$ cat src/rtl/cfg_port_pkg.sv
package cfg_port_pkg;
  localparam logic [7:0] KEY_ENTER = 8'h55;
  localparam logic [7:0] KEY_EXIT  = 8'hAA;

  localparam logic [7:0] IDX_CCTL  = 8'h02;
  localparam logic [7:0] IDX_LDN   = 8'h07;
  localparam logic [7:0] IDX_PWR   = 8'h22;
  localparam logic [7:0] IDX_PM    = 8'h23;
  localparam logic [7:0] IDX_OSC   = 8'h24;
  localparam logic [7:0] IDX_ACT   = 8'h30;
  localparam logic [7:0] IDX_BHI   = 8'h60;
  localparam logic [7:0] IDX_BLO   = 8'h61;
  localparam logic [7:0] IDX_IRQ   = 8'h70;
  localparam logic [7:0] IDX_MODE  = 8'hF0;

  localparam logic [7:0] PWR_MASK  = 8'h39;
  localparam logic [7:0] OSC_MASK  = 8'h04;
  localparam int         IRQ_BITS  = 4;

  typedef struct packed {
    logic                act;
    logic [7:0]          bhi;
    logic [7:0]          blo;
    logic [IRQ_BITS-1:0] irq;
    logic [7:0]          mode;
  } dev_regs_t;
endpackage

$ cat src/rtl/cfg_key_unit.sv
module cfg_key_unit
  import cfg_port_pkg::*;
#(
  parameter int                ADDR_W   = 16,
  parameter logic [ADDR_W-1:0] BASE_PRI = 16'h03F0,
  parameter logic [ADDR_W-1:0] BASE_ALT = 16'h0370
) (
  input  logic              clk,
  input  logic              rst_n,
  input  logic              alt_base,
  input  logic [ADDR_W-1:0] io_addr,
  input  logic              io_wr,
  input  logic [7:0]        io_wdata,
  output logic              cfg_open,
  output logic [7:0]        cfg_index,
  output logic              hit_idx,
  output logic              hit_dat,
  output logic              data_we
);
  localparam logic [ADDR_W-1:0] ONE = {{(ADDR_W-1){1'b0}}, 1'b1};

  logic [ADDR_W-1:0] base;

  always_comb begin
    base    = alt_base ? BASE_ALT : BASE_PRI;
    hit_idx = (io_addr == base);
    hit_dat = (io_addr == base + ONE);
    data_we = io_wr && hit_dat && cfg_open;
  end

  always_ff @(posedge clk or negedge rst_n) begin
    if (!rst_n) begin
      cfg_open  <= 1'b0;
      cfg_index <= '0;
    end else if (io_wr && hit_idx) begin
      if (!cfg_open) begin
        if (io_wdata == KEY_ENTER) cfg_open <= 1'b1;
      end else if (io_wdata == KEY_EXIT) begin
        cfg_open <= 1'b0;
      end else begin
        cfg_index <= io_wdata;
      end
    end
  end


  key_entry_chk: assert property (@(posedge clk) disable iff (!rst_n)
    $rose(cfg_open) |-> $past(io_wr && hit_idx && io_wdata == KEY_ENTER));

  key_exit_chk: assert property (@(posedge clk) disable iff (!rst_n)
    $fell(cfg_open) |-> $past(io_wr && hit_idx && io_wdata == KEY_EXIT));

  closed_index_chk: assert property (@(posedge clk) disable iff (!rst_n)
    !cfg_open |=> $stable(cfg_index));
endmodule

$ cat src/rtl/cfg_global_regs.sv
module cfg_global_regs
  import cfg_port_pkg::*;
(
  input  logic       clk,
  input  logic       rst_n,
  input  logic       cfg_open,
  input  logic       data_we,
  input  logic [7:0] cfg_index,
  input  logic [7:0] wdata,
  output logic [7:0] ldn,
  output logic [7:0] cctl,
  output logic [7:0] pwr,
  output logic [7:0] pm,
  output logic [7:0] osc
);
  always_ff @(posedge clk or negedge rst_n) begin
    if (!rst_n) begin
      ldn  <= '0;
      cctl <= '0;
      pwr  <= '0;
      pm   <= '0;
      osc  <= '0;
    end else if (data_we) begin
      if (cfg_index == IDX_LDN) begin
        ldn <= wdata;
      end else if (ldn == 8'd0) begin
        case (cfg_index)
          IDX_CCTL: cctl <= wdata;
          IDX_PWR:  pwr  <= wdata & PWR_MASK;
          IDX_PM:   pm   <= wdata;
          IDX_OSC:  osc  <= wdata & OSC_MASK;
          default:  ;
        endcase
      end
    end
  end


  locked_global_chk: assert property (@(posedge clk) disable iff (!rst_n)
    !cfg_open |=> $stable({ldn, cctl, pwr, pm, osc}));

  ldn_write_chk: assert property (@(posedge clk) disable iff (!rst_n)
    !$past(data_we && cfg_index == IDX_LDN) |-> $stable(ldn));

  pwr_reserved_chk: assert property (@(posedge clk) disable iff (!rst_n)
    (pwr & ~PWR_MASK) == 8'd0);

  osc_reserved_chk: assert property (@(posedge clk) disable iff (!rst_n)
    (osc & ~OSC_MASK) == 8'd0);
endmodule

$ cat src/rtl/cfg_dev_bank.sv
module cfg_dev_bank
  import cfg_port_pkg::*;
#(
  parameter int LDN_VAL = 1
) (
  input  logic       clk,
  input  logic       rst_n,
  input  logic       data_we,
  input  logic [7:0] cfg_index,
  input  logic [7:0] ldn,
  input  logic [7:0] wdata,
  output dev_regs_t  regs
);
  logic sel;

  always_comb sel = (ldn == 8'(LDN_VAL));

  always_ff @(posedge clk or negedge rst_n) begin
    if (!rst_n) begin
      regs <= '0;
    end else if (data_we && sel) begin
      case (cfg_index)
        IDX_ACT:  regs.act  <= wdata[0];
        IDX_BHI:  regs.bhi  <= wdata;
        IDX_BLO:  regs.blo  <= wdata;
        IDX_IRQ:  regs.irq  <= wdata[IRQ_BITS-1:0];
        IDX_MODE: regs.mode <= wdata;
        default:  ;
      endcase
    end
  end


  unsel_bank_chk: assert property (@(posedge clk) disable iff (!rst_n)
    !$past(data_we && sel) |-> $stable(regs));
endmodule

$ cat src/rtl/cfg_port_ctrl.sv
module cfg_port_ctrl
  import cfg_port_pkg::*;
#(
  parameter int                ADDR_W   = 16,
  parameter logic [ADDR_W-1:0] BASE_PRI = 16'h03F0,
  parameter logic [ADDR_W-1:0] BASE_ALT = 16'h0370,
  parameter int                NUM_DEV  = 4
) (
  input  logic                       clk,
  input  logic                       rst_n,
  input  logic                       alt_base,
  input  logic [ADDR_W-1:0]          io_addr,
  input  logic                       io_wr,
  input  logic                       io_rd,
  input  logic [7:0]                 io_wdata,
  output logic [7:0]                 io_rdata,
  output logic [3:0]                 pwr_en,
  output logic                       osc_en,
  output logic                       auto_pm_en,
  output logic [NUM_DEV-1:0]         dev_active,
  output logic [NUM_DEV*16-1:0]      dev_base,
  output logic [NUM_DEV*IRQ_BITS-1:0] dev_irq,
  output logic [NUM_DEV*8-1:0]       dev_mode
);
  logic       cfg_open, hit_idx, hit_dat, data_we;
  logic [7:0] cfg_index, ldn, cctl, pwr, pm, osc;
  dev_regs_t  bank_q [NUM_DEV];

  cfg_key_unit #(.ADDR_W(ADDR_W), .BASE_PRI(BASE_PRI), .BASE_ALT(BASE_ALT)) i_key (
    .clk(clk), .rst_n(rst_n), .alt_base(alt_base), .io_addr(io_addr),
    .io_wr(io_wr), .io_wdata(io_wdata), .cfg_open(cfg_open),
    .cfg_index(cfg_index), .hit_idx(hit_idx), .hit_dat(hit_dat),
    .data_we(data_we)
  );

  cfg_global_regs i_glob (
    .clk(clk), .rst_n(rst_n), .cfg_open(cfg_open), .data_we(data_we),
    .cfg_index(cfg_index), .wdata(io_wdata), .ldn(ldn), .cctl(cctl),
    .pwr(pwr), .pm(pm), .osc(osc)
  );

  for (genvar g = 0; g < NUM_DEV; g++) begin : g_bank
    cfg_dev_bank #(.LDN_VAL(g + 1)) i_bank (
      .clk(clk), .rst_n(rst_n), .data_we(data_we), .cfg_index(cfg_index),
      .ldn(ldn), .wdata(io_wdata), .regs(bank_q[g])
    );
    assign dev_active[g]                       = bank_q[g].act;
    assign dev_base[g*16 +: 16]                = {bank_q[g].bhi, bank_q[g].blo};
    assign dev_irq[g*IRQ_BITS +: IRQ_BITS]     = bank_q[g].irq;
    assign dev_mode[g*8 +: 8]                  = bank_q[g].mode;
  end

  assign pwr_en     = {pwr[5], pwr[4], pwr[3], pwr[0]};
  assign osc_en     = osc[2];
  assign auto_pm_en = |pm;

  always_comb begin
    io_rdata = '0;
    if (io_rd && cfg_open) begin
      if (hit_idx) begin
        io_rdata = cfg_index;
      end else if (hit_dat) begin
        if (cfg_index == IDX_LDN) begin
          io_rdata = ldn;
        end else if (ldn == 8'd0) begin
          case (cfg_index)
            IDX_CCTL: io_rdata = cctl;
            IDX_PWR:  io_rdata = pwr;
            IDX_PM:   io_rdata = pm;
            IDX_OSC:  io_rdata = osc;
            default:  io_rdata = '0;
          endcase
        end else begin
          for (int k = 0; k < NUM_DEV; k++) begin
            if (ldn == 8'(k + 1)) begin
              case (cfg_index)
                IDX_ACT:  io_rdata = {7'd0, bank_q[k].act};
                IDX_BHI:  io_rdata = bank_q[k].bhi;
                IDX_BLO:  io_rdata = bank_q[k].blo;
                IDX_IRQ:  io_rdata = 8'(bank_q[k].irq);
                IDX_MODE: io_rdata = bank_q[k].mode;
                default:  io_rdata = '0;
              endcase
            end
          end
        end
      end
    end
  end


  closed_read_chk: assert property (@(posedge clk) disable iff (!rst_n)
    !cfg_open |-> io_rdata == 8'd0);

  pm_decode_chk: assert property (@(posedge clk) disable iff (!rst_n)
    auto_pm_en == (pm != 8'd0));
endmodule

$ cat config.mk
export PLATFORM = sky130hd
export DESIGN_NAME = cfg_port_ctrl
export DESIGN_NICKNAME = d
export VERILOG_FILES = /design/src/rtl/cfg_port_pkg.sv /design/src/rtl/cfg_key_unit.sv /design/src/rtl/cfg_global_regs.sv /design/src/rtl/cfg_dev_bank.sv /design/src/rtl/cfg_port_ctrl.sv
export SDC_FILE = /design/constraint.sdc
export NUM_CORES = 1
export LEC_CHECK = 0
export BUFFER_PORTS_ARGS = -buffer_cell sky130_fd_sc_hd__buf_2
export CAP_MARGIN = 15
export CORE_AREA = 2 2 124 126
export DETAILED_ROUTE_END_ITERATION = 10
export DIE_AREA = 0 0 126 128
export PLACE_DENSITY = 0.76
export SLEW_MARGIN = 20
export SYNTH_ARGS = -nofsm -noshare
export SYNTH_HDL_FRONTEND = slang
export SYNTH_SLANG_ARGS = --single-unit
$ cat constraint.sdc
create_clock -name clk -period 3.3 [get_ports clk]
set_input_delay 0.495 -clock clk [delete_from_list [all_inputs] [get_ports clk]]
set_output_delay 0.495 -clock clk [all_outputs]
set_load 0.02 [all_outputs]
==> impl_metrics.csv, run 1 <==
group,metric,value,unit
clocking,clock_sinks,154,
critical_path,crit_required,2.80,ns
placement,hpwl,16900,µm
drt,drc_errors,0,
final_layout,final_cell_mix,"181 x mux2_2, 151 x dfrtp_1, 149 x buf_2, 54 x buf_4, 34 x nand2_1",
timing,hold_violations,0,
critical_path,critPathCaptureType,"output port",
timing,tightestPinTransition,0.593,ns
die,die_h,128,µm
global_routing,antenna_found_initial,0,
drt,ant_nets,0,
die,die_w,126,µm
drt,wl,24100,µm
placement,gp_congestion,0.942,
final_layout,antenna_cells,0,
drt,initialDrtViolationCount,441,
logic_synthesis,synth_cell_types,55,
drt,vias,6381,
clocking,clock_latency,0.42,ns
clocking,cts_hold_buf,0,
critical_path,cp_top_family,"simple AND/OR/NAND/NOR gates",
logic_synthesis,post_synth_inst_count,634,
critical_path,r2r_start,"i_glob.ldn[3]$_DFFE_PN0P_",
logic_synthesis,synth_enable_flop_cells,0,
critical_path,path_buf_inv,3,
logic_synthesis,synth-seq-cells,154,
final_layout,fillCellCount,1172,
critical_path,arrival,2.79,ns
logic_synthesis,synth-main-ff-cell,"dfrtp_1",
critical_path,path_common_cell,"buf_4",
logic_synthesis,yosysWarningCount,0,
critical_path,crit_type,"register to output port",
critical_path,r2r_cells,7,
clocking,h-tree-depth,4,
critical_path,r2r_setup_slack,0.61,ns
final_layout,syn_to_final_growth,26.7,%
timing,period_share,0.997,
drt,wl_per_cell,23.5,µm
drt,viasPerCell,6.22,
logic_synthesis,avgSynthCellArea,12.3,µm²
clocking,clkTransAtPathRegs,0.06,ns
clocking,cts_buffer_depth,2,
power_and_ir_drop,power,0.00381,W
die,rows,45,
final_layout,final_common_cell,"mux2_2",
final_layout,fin_nets,854,
die,die_area,16100,µm²
timing,min_period,3.29,ns
clocking,clock_tree.root_cell,"clkbuf_16",
power_and_ir_drop,power_density,386,nW/µm²
global_routing,grt_pass1_wl,36700,µm
final_layout,drive_above_1_share,0.549,
critical_path,cp-startpoint,"i_key.cfg_index[3]$_DFFE_PN0P_",
logic_synthesis,synth_nets,663,
critical_path,r2r-end,"g_bank[0].i_bank.regs[25]$_DFFE_PN0P_",
global_routing,grt_max_degree,66,
power_and_ir_drop,max-vdd-ir-drop,0.000305,V
die,coreArea,14900,µm²
clocking,cts_made_buffers,17,
critical_path,crit_slowest_cell,"or3b_4",
global_routing,grt_usage,0.299,
timing,clock_skew,0.0106,ns
placement,pre_cts_slack,0.133,ns
critical_path,crit_path_cell_trace,"or3b_4 > nor4b_4 > buf_4 > buf_12 > a22oi_1 > o22ai_2 > o2111ai_2 > a311oi_2 > buf_4",
global_routing,grt_pass1_vias,6412,
timing,maxSlewViolCount,0,
run_status,status,"finished, final reports clean",
power_and_ir_drop,p_leak,4.89,nW
placement,portBuffers,158,
critical_path,start_kind,"register",
global_routing,grt_overflow_total,0,
timing,hold_ws,0.0493,ns
die,ios,159,
die,start_util,0.525,
logic_synthesis,async_flop_share,1.00,
logic_synthesis,syn_area,7800,µm²
timing,setup_viol,0,
timing,rsz0062_at_grt,"yes",
timing,max_freq,0.304,GHz
clocking,cts_tree,"yes",
critical_path,slowest_delay,0.45,ns
critical_path,crit_fanout,12,
logic_synthesis,ys_seq_area_frac,0.494,
timing,relSlewSlack,0.602,
worst_hold_path,hold_class,"primary input to asynchronous set/reset pin",
timing,layout_setup_ws,0.0109,ns
run,maxCapViolations,0,
drt,firstDrtPassIters,5,
-- worst register-to-register path, delay by kind of cell, from the launching register on --
family        cells  cell delay [ns]
simple gates      5             1.63
flops             1             0.39
mux               1             0.38
buf+inv           1             0.18
-- final cells by class --
cell class / count / area (µm²) / share of cell area
Tap cell: 188 / 235 / 0.0238
Multi-Input combinational cell: 438 / 3930 / 0.398
Sequential cell: 154 / 3860 / 0.390
Inverter: 3 / 11.3 / 0.00114
Timing Repair Buffer: 211 / 1290 / 0.131
Clock buffer: 24 / 492 / 0.0498
Clock inverter: 8 / 61.3 / 0.00621
-- where the power goes --
part / total [W] / internal [W] / switching [W] / leakage, nW
registers: 0.00189 / 0.00189 / 0.0000000000805 / 2.15
clock network: 0.00181 / 0.00105 / 0.000768 / 0.259
logic: 0.000110 / 0.0000233 / 0.0000869 / 2.48
total: 0.00381 / 0.00296 / 0.000854 / 4.89
-- sequential cells by signal, summed over array words and instances, names as in the netlist --
| signal | flops |
|---|---|
| i_glob.pm | 8 |
| i_key.cfg_open | 1 |
| i_glob.ldn | 8 |
| g_bank.i_bank.regs | 116 |
| i_glob.pwr | 4 |
| i_glob.cctl | 8 |
| i_glob.osc | 1 |
| i_key.cfg_index | 8 |
-- worst max-delay path by stage --
stage,cells after the start,endpoint
floorplan,8,io_rdata[3]
global placement,7,io_rdata[0]
detailed placement,6,io_rdata[3]
CTS,6,io_rdata[1]
global route,8,io_rdata[2]
finish,9,io_rdata[2]
-- kinds of logic (layout without fill, tap and decap cells) --
logic type / Yosys count / after routing / synth area share
DFF: 154 / 154 / 0.494
xor gates and xnor gates: 1 / 1 / 0.00112
buffers and inverters: 42 / 246 / 0.0212
and+or+nand+nor: 136 / 136 / 0.106
AOI/OAI and AO/OA: 99 / 99 / 0.0895
muxes: 202 / 202 / 0.288
-- metrics by stage --
| step | setup TNS [ns] | area, µm² | instances | utilization |
|---|---|---|---|---|
| global route | -0.285 | 9880 | 1026 | 0.665 |
| detailed placement | 0 | 9000 | 978 | 0.606 |
| floorplan | 0 | 7800 | 634 | - |
| finish | 0 | 9880 | 1026 | 0.665 |
| global placement | 0 | 9000 | 978 | 0.606 |
| CTS | -0.000473 | 9710 | 1016 | 0.654 |
-- cells in the mapped netlist, types with 2 or more instances --
cell type  number  area, µm²
nor2_2          3       18.8
a31oi_1         4       25.0
buf_1           3       11.3
o22ai_1        11       68.8
a21boi_0        2       15.0
clkbuf_1       30        113
nand4b_1        4       35.0
o221ai_1        2       17.5
a22o_1          7       61.3
nor3_4          2       32.5
a22oi_1        16        120
inv_1           3       11.3
mux2i_1        21        210
and3b_1         3       26.3
nand2b_1        7       43.8
nor4b_1         2       17.5
nand3_2         2       20.0
nor2b_1         3       18.8
buf_2           6       30.0
nor3b_1         3       22.5
or3_1           2       12.5
nor2_1         19       71.3
o2111ai_1       5       43.8
a221oi_1        3       26.3
nor3_1          9       45.0
or4bb_1         2       22.5
nand4_1         3       18.8
a21oi_1         7       35.0
a32oi_1         7       61.3
mux2_2        181       2040
and2_1          2       12.5
nor4bb_1        2       20.0
nand2_1        34        128
nand3_1        13       65.1
a311oi_1        3       26.3
nand3b_1        5       37.5
nor4_1          6       37.5
nor3_2          2       20.0
o21ai_0        22        110
a2bb2oi_1       5       43.8
dfrtp_1       154       3850
-- layer usage --
layer  wire length, µm  track usage  vias to the layer above  part of all wire
li1                  -            -                     2779                 -
met1              9980        0.412                     3238              0.41
met2             11400        0.468                      317              0.47
met3              2130       0.0735                       47             0.088
met4               608        0.101                        0             0.025
met5                 0            0                        -                 0
-- repair_timing --
action | CTS | global route
resized for setup | 23 | 26
hold endpoints to repair | 0 | 0
buffers inserted | 5 | 10
pin swaps | 4 | 6
endpoints found under the setup margin | 8 | 8
gates cloned | 1 | 0
No activity file was read; power rests on OpenSTA's default activity.
==> inputs of run 2 (changes only) <==
==> constraint.sdc (replaced) <==
create_clock -name clk -period 3.3 [get_ports clk]
set_input_delay 0.165 -clock clk [delete_from_list [all_inputs] [get_ports clk]]
set_output_delay 0.165 -clock clk [all_outputs]
set_load 0.02 [all_outputs]
==> impl_metrics.csv, run 2 (synthesis results as in run 1) <==
group,metric,value,unit
power_and_ir_drop,power_density,399,nW/µm²
clocking,h-tree-depth,4,
power_and_ir_drop,p_leak,4.71,nW
final_layout,final_cell_mix,"181 x mux2_2, 157 x buf_2, 152 x dfrtp_1, 34 x nand2_1, 22 x o21ai_0",
final_layout,largest_reg_flops,116,
final_layout,drive_above_1_share,0.516,
final_layout,regMostFlops,"g_bank.i_bank.regs",
drt,wl,23500,µm
placement,pre_cts_slack,0.283,ns
drt,wl_per_cell,23.5,µm
clocking,clock_sinks,154,
power_and_ir_drop,clkPwrFrac,0.473,
timing,period_share,0.978,
final_layout,syn_to_final_growth,21.7,%
clocking,clkTransAtPathRegs,0.06,ns
timing,relSlewSlack,0.425,
power_and_ir_drop,pwr-share-comb,0.028,
clocking,clock_latency,0.44,ns
drt,viasPerCell,6.29,
timing,setup_viol,0,
global_routing,grt_max_degree,91,
run,maxCapViolations,0,
timing,tightestPinTransition,0.863,ns
placement,portBuffers,158,
timing,hold_ws,0.0747,ns
timing,layout_setup_ws,0.0726,ns
final_layout,fillCellCount,1165,
timing,maxSlewViolCount,0,
final_layout,stdcell_count,998,
run_status,status,"finished, final reports clean",
clocking,clock_tree.root_cell,"clkbuf_16",
timing,max_freq,0.310,GHz
global_routing,grt_pass1_vias,6192,
global_routing,grt_usage,0.293,
critical_path,critPathCaptureType,"output port",
worst_hold_path,hold_class,"primary input to register",
die,die_area,16100,µm²
power_and_ir_drop,internal_power,0.00289,W
critical_path,crit_type,"register to output port",
timing,min_period,3.23,ns
clocking,cts_buffer_depth,2,
drt,ant_nets,0,
final_layout,final_common_cell,"mux2_2",
power_and_ir_drop,seq_power_share,0.498,
clocking,cts_tree,"yes",
critical_path,arrival,3.06,ns
placement,hpwl,16500,µm
critical_path,crit_fanout,12,
global_routing,grt_pass1_wl,36000,µm
drt,drc_errors,0,
placement,gp_congestion,0.933,
timing,clock_skew,0.0118,ns
placement,dp_cells,958,
critical_path,crit_required,3.13,ns
critical_path,start_kind,"register",
timing,hold_violations,0,
power_and_ir_drop,max-vdd-ir-drop,0.000333,V
die,die_w,126,µm
clocking,cts_made_buffers,17,
global_routing,grt_overflow_total,0,
global_routing,antenna_found_initial,0,
power_and_ir_drop,p_sw,0.000896,W
die,die_h,128,µm
die,coreArea,14900,µm²
final_layout,antenna_cells,0,
timing,rsz0062_at_grt,"yes",
drt,firstDrtPassIters,6,
die,rows,45,
final_layout,fin_nets,826,
drt,vias,6273,
drt,initialDrtViolationCount,514,
die,start_util,0.525,
power_and_ir_drop,switching_share,0.236,
die,ios,159,
[run 2: cell count changes in the layout (fill, tap and decap cells not counted), sizes merged]
cell         previous run  this run
clkbuf                 24        20
bufbuf                  1         0
clkinvlp                4         6
dlygate4sd3             0         1
clkinv                  2         4
buf                   210       181
inv                     5         6
[run 2: layer usage]
| metal | part of all wire | vias up | track usage |
|---|---|---|---|
| met3 | 0.079 | 42 | 0.0634 |
| met5 | 0 | - | 0 |
| met4 | 0.023 | 0 | 0.105 |
| met2 | 0.46 | 310 | 0.453 |
| li1 | - | 2724 | - |
| met1 | 0.43 | 3197 | 0.413 |
[run 2: per-stage QoR]
step	total power (W)	setup TNS [ns]	cell area [µm²]	utilization
after detailed placement	0.00203	0	8840	0.595
after CTS	0.00381	0	9420	0.634
after global routing	0.00390	-0.0169	9490	0.638
after floorplan	0.00195	0	7800	-
final	0.00379	0	9490	0.638
after global placement	0.00203	0	8840	0.595
[run 2: worst max-delay path, stage by stage, from the launching register on]
cell and delay (ns):
dfrtp_2 0.48, or3b_2 0.51, nor4b_4 0.35, buf_6 0.21
a221oi_1 0.13, o21ai_0 0.12, o2111ai_1 0.23, a311oi_2 0.37
buf_2 0.22
[run 2: path summary, 6_finish.rpt]
kind                                                startpoint                                    end  slack, ns  cells past startpoint
worst min-delay path                                     io_wr             i_key.cfg_open$_DFFE_PN0P_       0.07                      3
worst min register to register      i_glob.cctl[7]$_DFFE_PN0P_             i_glob.cctl[7]$_DFFE_PN0P_       0.51                      1
worst max-delay path            i_key.cfg_index[2]$_DFFE_PN0P_                            io_rdata[1]       0.07                      8
worst max register to register  i_key.cfg_index[2]$_DFFE_PN0P_   g_bank[2].i_bank.regs[1]$_DFFE_PN0P_       0.41                      6
max in group asynchronous                                rst_n               i_glob.pm[7]$_DFFE_PN0P_       2.05                      3
min in group asynchronous                                rst_n  g_bank[1].i_bank.regs[18]$_DFFE_PN0P_       0.39                      2
[run 2: final cells by class]
type                       instances  area [µm²]  area share
clock buffer                      19         443      0.0467
clock inverter                    13        95.1      0.0100
inverter                           3        11.3     0.00119
multi-input combinational        438        3830       0.404
sequential                       154        3860       0.406
tap                              188         235      0.0248
timing repair buffer             183        1020       0.107
[run 2: timing repair]
item                                    in CTS  in global routing
setup buffers                                0                  6
gates cloned                                 0                  1
endpoints found under the setup margin       6                  8
hold buffers                                 1                  0
endpoints found under the hold margin       89                  0
resized for setup                            5                  8
pin swaps                                    0                  4
[run 2: power by group through the flow]
| stage | Clock [W] | Combinational (W) | Sequential (W) |
|---|---|---|---|
| 2_1_floorplan | 0 | 0.0000233 | 0.00192 |
| 3_3_place_gp | 0 | 0.000103 | 0.00192 |
| 3_5_place_dp | 0 | 0.000107 | 0.00192 |
| 4_1_cts | 0.00181 | 0.000108 | 0.00189 |
| 5_1_grt | 0.00190 | 0.000118 | 0.00189 |
| 6_report | 0.00179 | 0.000107 | 0.00189 |
==> inputs of run 3 (changes only) <==
- REMOVE_ABC_BUFFERS: default -> 1
==> impl_metrics.csv, run 3 (synthesis results as in run 1) <==
group,metric,value,unit
drt,initialDrtViolationCount,528,
die,ios,159,
timing,clock_skew,0.00862,ns
final_layout,drive_above_1_share,0.521,
die,rows,45,
timing,hold_violations,0,
global_routing,grt_pass1_wl,36100,µm
global_routing,grt_overflow_total,0,
placement,pre_cts_slack,0.281,ns
critical_path,path_buf_inv,1,
die,die_w,126,µm
timing,min_period,3.25,ns
drt,viasPerCell,6.26,
global_routing,grt_pass1_vias,6209,
drt,wl,23900,µm
global_routing,antenna_found_initial,0,
run,maxCapViolations,0,
global_routing,grt_max_degree,90,
die,start_util,0.525,
worst_hold_path,hold_class,"primary input to register",
power_and_ir_drop,pwr-share-comb,0.028,
die,coreArea,14900,µm²
critical_path,crit_slowest_cell,"or4b_4",
die,die_area,16100,µm²
power_and_ir_drop,p_leak,4.79,nW
final_layout,final_common_cell,"mux2_2",
drt,firstDrtPassIters,5,
run_status,status,"finished, final reports clean",
drt,vias,6289,
critical_path,slowest_delay,0.61,ns
critical_path,start_kind,"register",
clocking,clock_sinks,154,
final_layout,largest_reg_flops,116,
drt,ant_nets,0,
critical_path,crit_path_cell_trace,"or4b_4 > or3_4 > o22ai_1 > nand3_1 > a32o_1 > a41oi_1 > buf_2",
critical_path,crit_type,"register to output port",
power_and_ir_drop,power_density,419,nW/µm²
power_and_ir_drop,max-vdd-ir-drop,0.000365,V
placement,gp_congestion,0.927,
final_layout,antenna_cells,0,
timing,setup_viol,0,
timing,tightestPinTransition,0.836,ns
critical_path,critPathCaptureType,"output port",
final_layout,postLayoutCoreUtil,0.649,
final_layout,syn_to_final_growth,23.6,%
drt,wl_per_cell,23.8,µm
placement,hpwl,16300,µm
timing,maxSlewViolCount,0,
timing,max_freq,0.308,GHz
final_layout,regMostFlops,"g_bank.i_bank.regs",
critical_path,crit_required,3.13,ns
final_layout,final_cell_mix,"181 x mux2_2, 157 x buf_2, 151 x dfrtp_1, 34 x nand2_1, 26 x buf_4",
drt,drc_errors,0,
timing,relSlewSlack,0.442,
critical_path,cp_top_family,"simple AND/OR/NAND/NOR gates",
power_and_ir_drop,internal_power,0.00314,W
clocking,cts_made_buffers,17,
clocking,clock_latency,0.43,ns
critical_path,arrival,3.08,ns
power_and_ir_drop,p_sw,0.000896,W
timing,layout_setup_ws,0.0523,ns
final_layout,fin_nets,833,
die,die_h,128,µm
clocking,clkTransAtPathRegs,0.06,ns
power_and_ir_drop,seq_power_share,0.467,
clocking,cts_buffer_depth,2,
clocking,h-tree-depth,4,
power_and_ir_drop,clkPwrFrac,0.505,
power_and_ir_drop,switching_share,0.222,
clocking,clock_tree.root_cell,"clkbuf_16",
critical_path,crit_fanout,11,
global_routing,grt_usage,0.295,
timing,period_share,0.984,
placement,portBuffers,158,
clocking,cts_tree,"yes",
-- run 3: changes by cell type in the layout (fill, tap and decap cells not counted), moves of 2 or more --
cell,change
clkinv_4,+2
clkinv_2,-2
inv_6,-2
bufinv_16,+3
buf_4,+6
-- run 3: cell type report --
type                            instances  area [µm²]
Timing Repair Buffer                  190        1080
Inverter                                3        11.3
Sequential cell                       154        3860
Tap cell                              188         235
Clock buffer                           19         453
Fill cell                            1163        5220
Multi-Input combinational cell        438        3830
Clock inverter                         13         168
-- run 3: stage by stage --
step / total power, W / hold slack [ns] / cells / TNS (ns) / cell area [µm²]
2_1_floorplan: 0.00193 / -0.131 / 595 / -10.35 / 7640
3_3_place_gp: 0.00203 / 0.267 / 965 / 0 / 8900
3_5_place_dp: 0.00203 / 0.289 / 965 / 0 / 8900
4_1_cts: 0.00406 / 0.0766 / 998 / 0 / 9550
5_1_grt: 0.00414 / 0.102 / 1005 / -0.00745 / 9640
6_report: 0.00404 / 0.0921 / 1005 / 0 / 9640
-- run 3: worst reg2reg max path, cell delays in order, from the launching register on --
cell,delay (ns)
dfrtp_1,0.40
or4_1,0.63
nor3_4,0.24
nand3b_1,0.26
buf_4,0.23
nor2b_1,0.33
nand2_1,0.35
mux2_2,0.38
-- run 3: what timing repair did --
item / in CTS / in global routing
pin swaps: 0 / 2
hold endpoints to repair: 88 / 0
gates resized for setup: 4 / 9
gates cloned: 0 / 1
setup buffers: 0 / 6
hold buffers: 1 / 0
setup endpoints to repair: 6 / 4
-- run 3: metal layers --
| layer | part of all wire | wire length (µm) | track usage |
|---|---|---|---|
| met4 | 0.035 | 844 | 0.129 |
| met3 | 0.074 | 1780 | 0.0538 |
| met1 | 0.42 | 10100 | 0.406 |
| met5 | 0 | 0 | 0 |
| met2 | 0.47 | 11100 | 0.462 |
-- run 3: power groups by stage --
stage	combinational, W	clock [W]	sequential [W]
detailed placement	0.000112	0	0.00192
global route	0.000123	0.00213	0.00189
CTS	0.000113	0.00206	0.00189
floorplan	0.00000916	0	0.00192
finish	0.000112	0.00204	0.00189
global placement	0.000107	0	0.00192
-- run 3: worst paths after layout --
path                                                start                                     to  slack (ns)  cells after the start
hold / removal                                      io_wr             i_key.cfg_open$_DFFE_PN0P_        0.09                      3
setup reg to reg                i_glob.ldn[4]$_DFFE_PN0P_  g_bank[0].i_bank.regs[26]$_DFFE_PN0P_        0.37                      7
setup / recovery           i_key.cfg_index[1]$_DFFE_PN0P_                            io_rdata[0]        0.05                      7
max in group asynchronous                           rst_n         i_key.cfg_index[1]$_DFFE_PN0P_        2.02                      3
min in group asynchronous                           rst_n  g_bank[0].i_bank.regs[26]$_DFFE_PN0P_        0.38                      2
hold reg to reg                i_glob.cctl[3]$_DFFE_PN0P_             i_glob.cctl[3]$_DFFE_PN0P_        0.51                      1
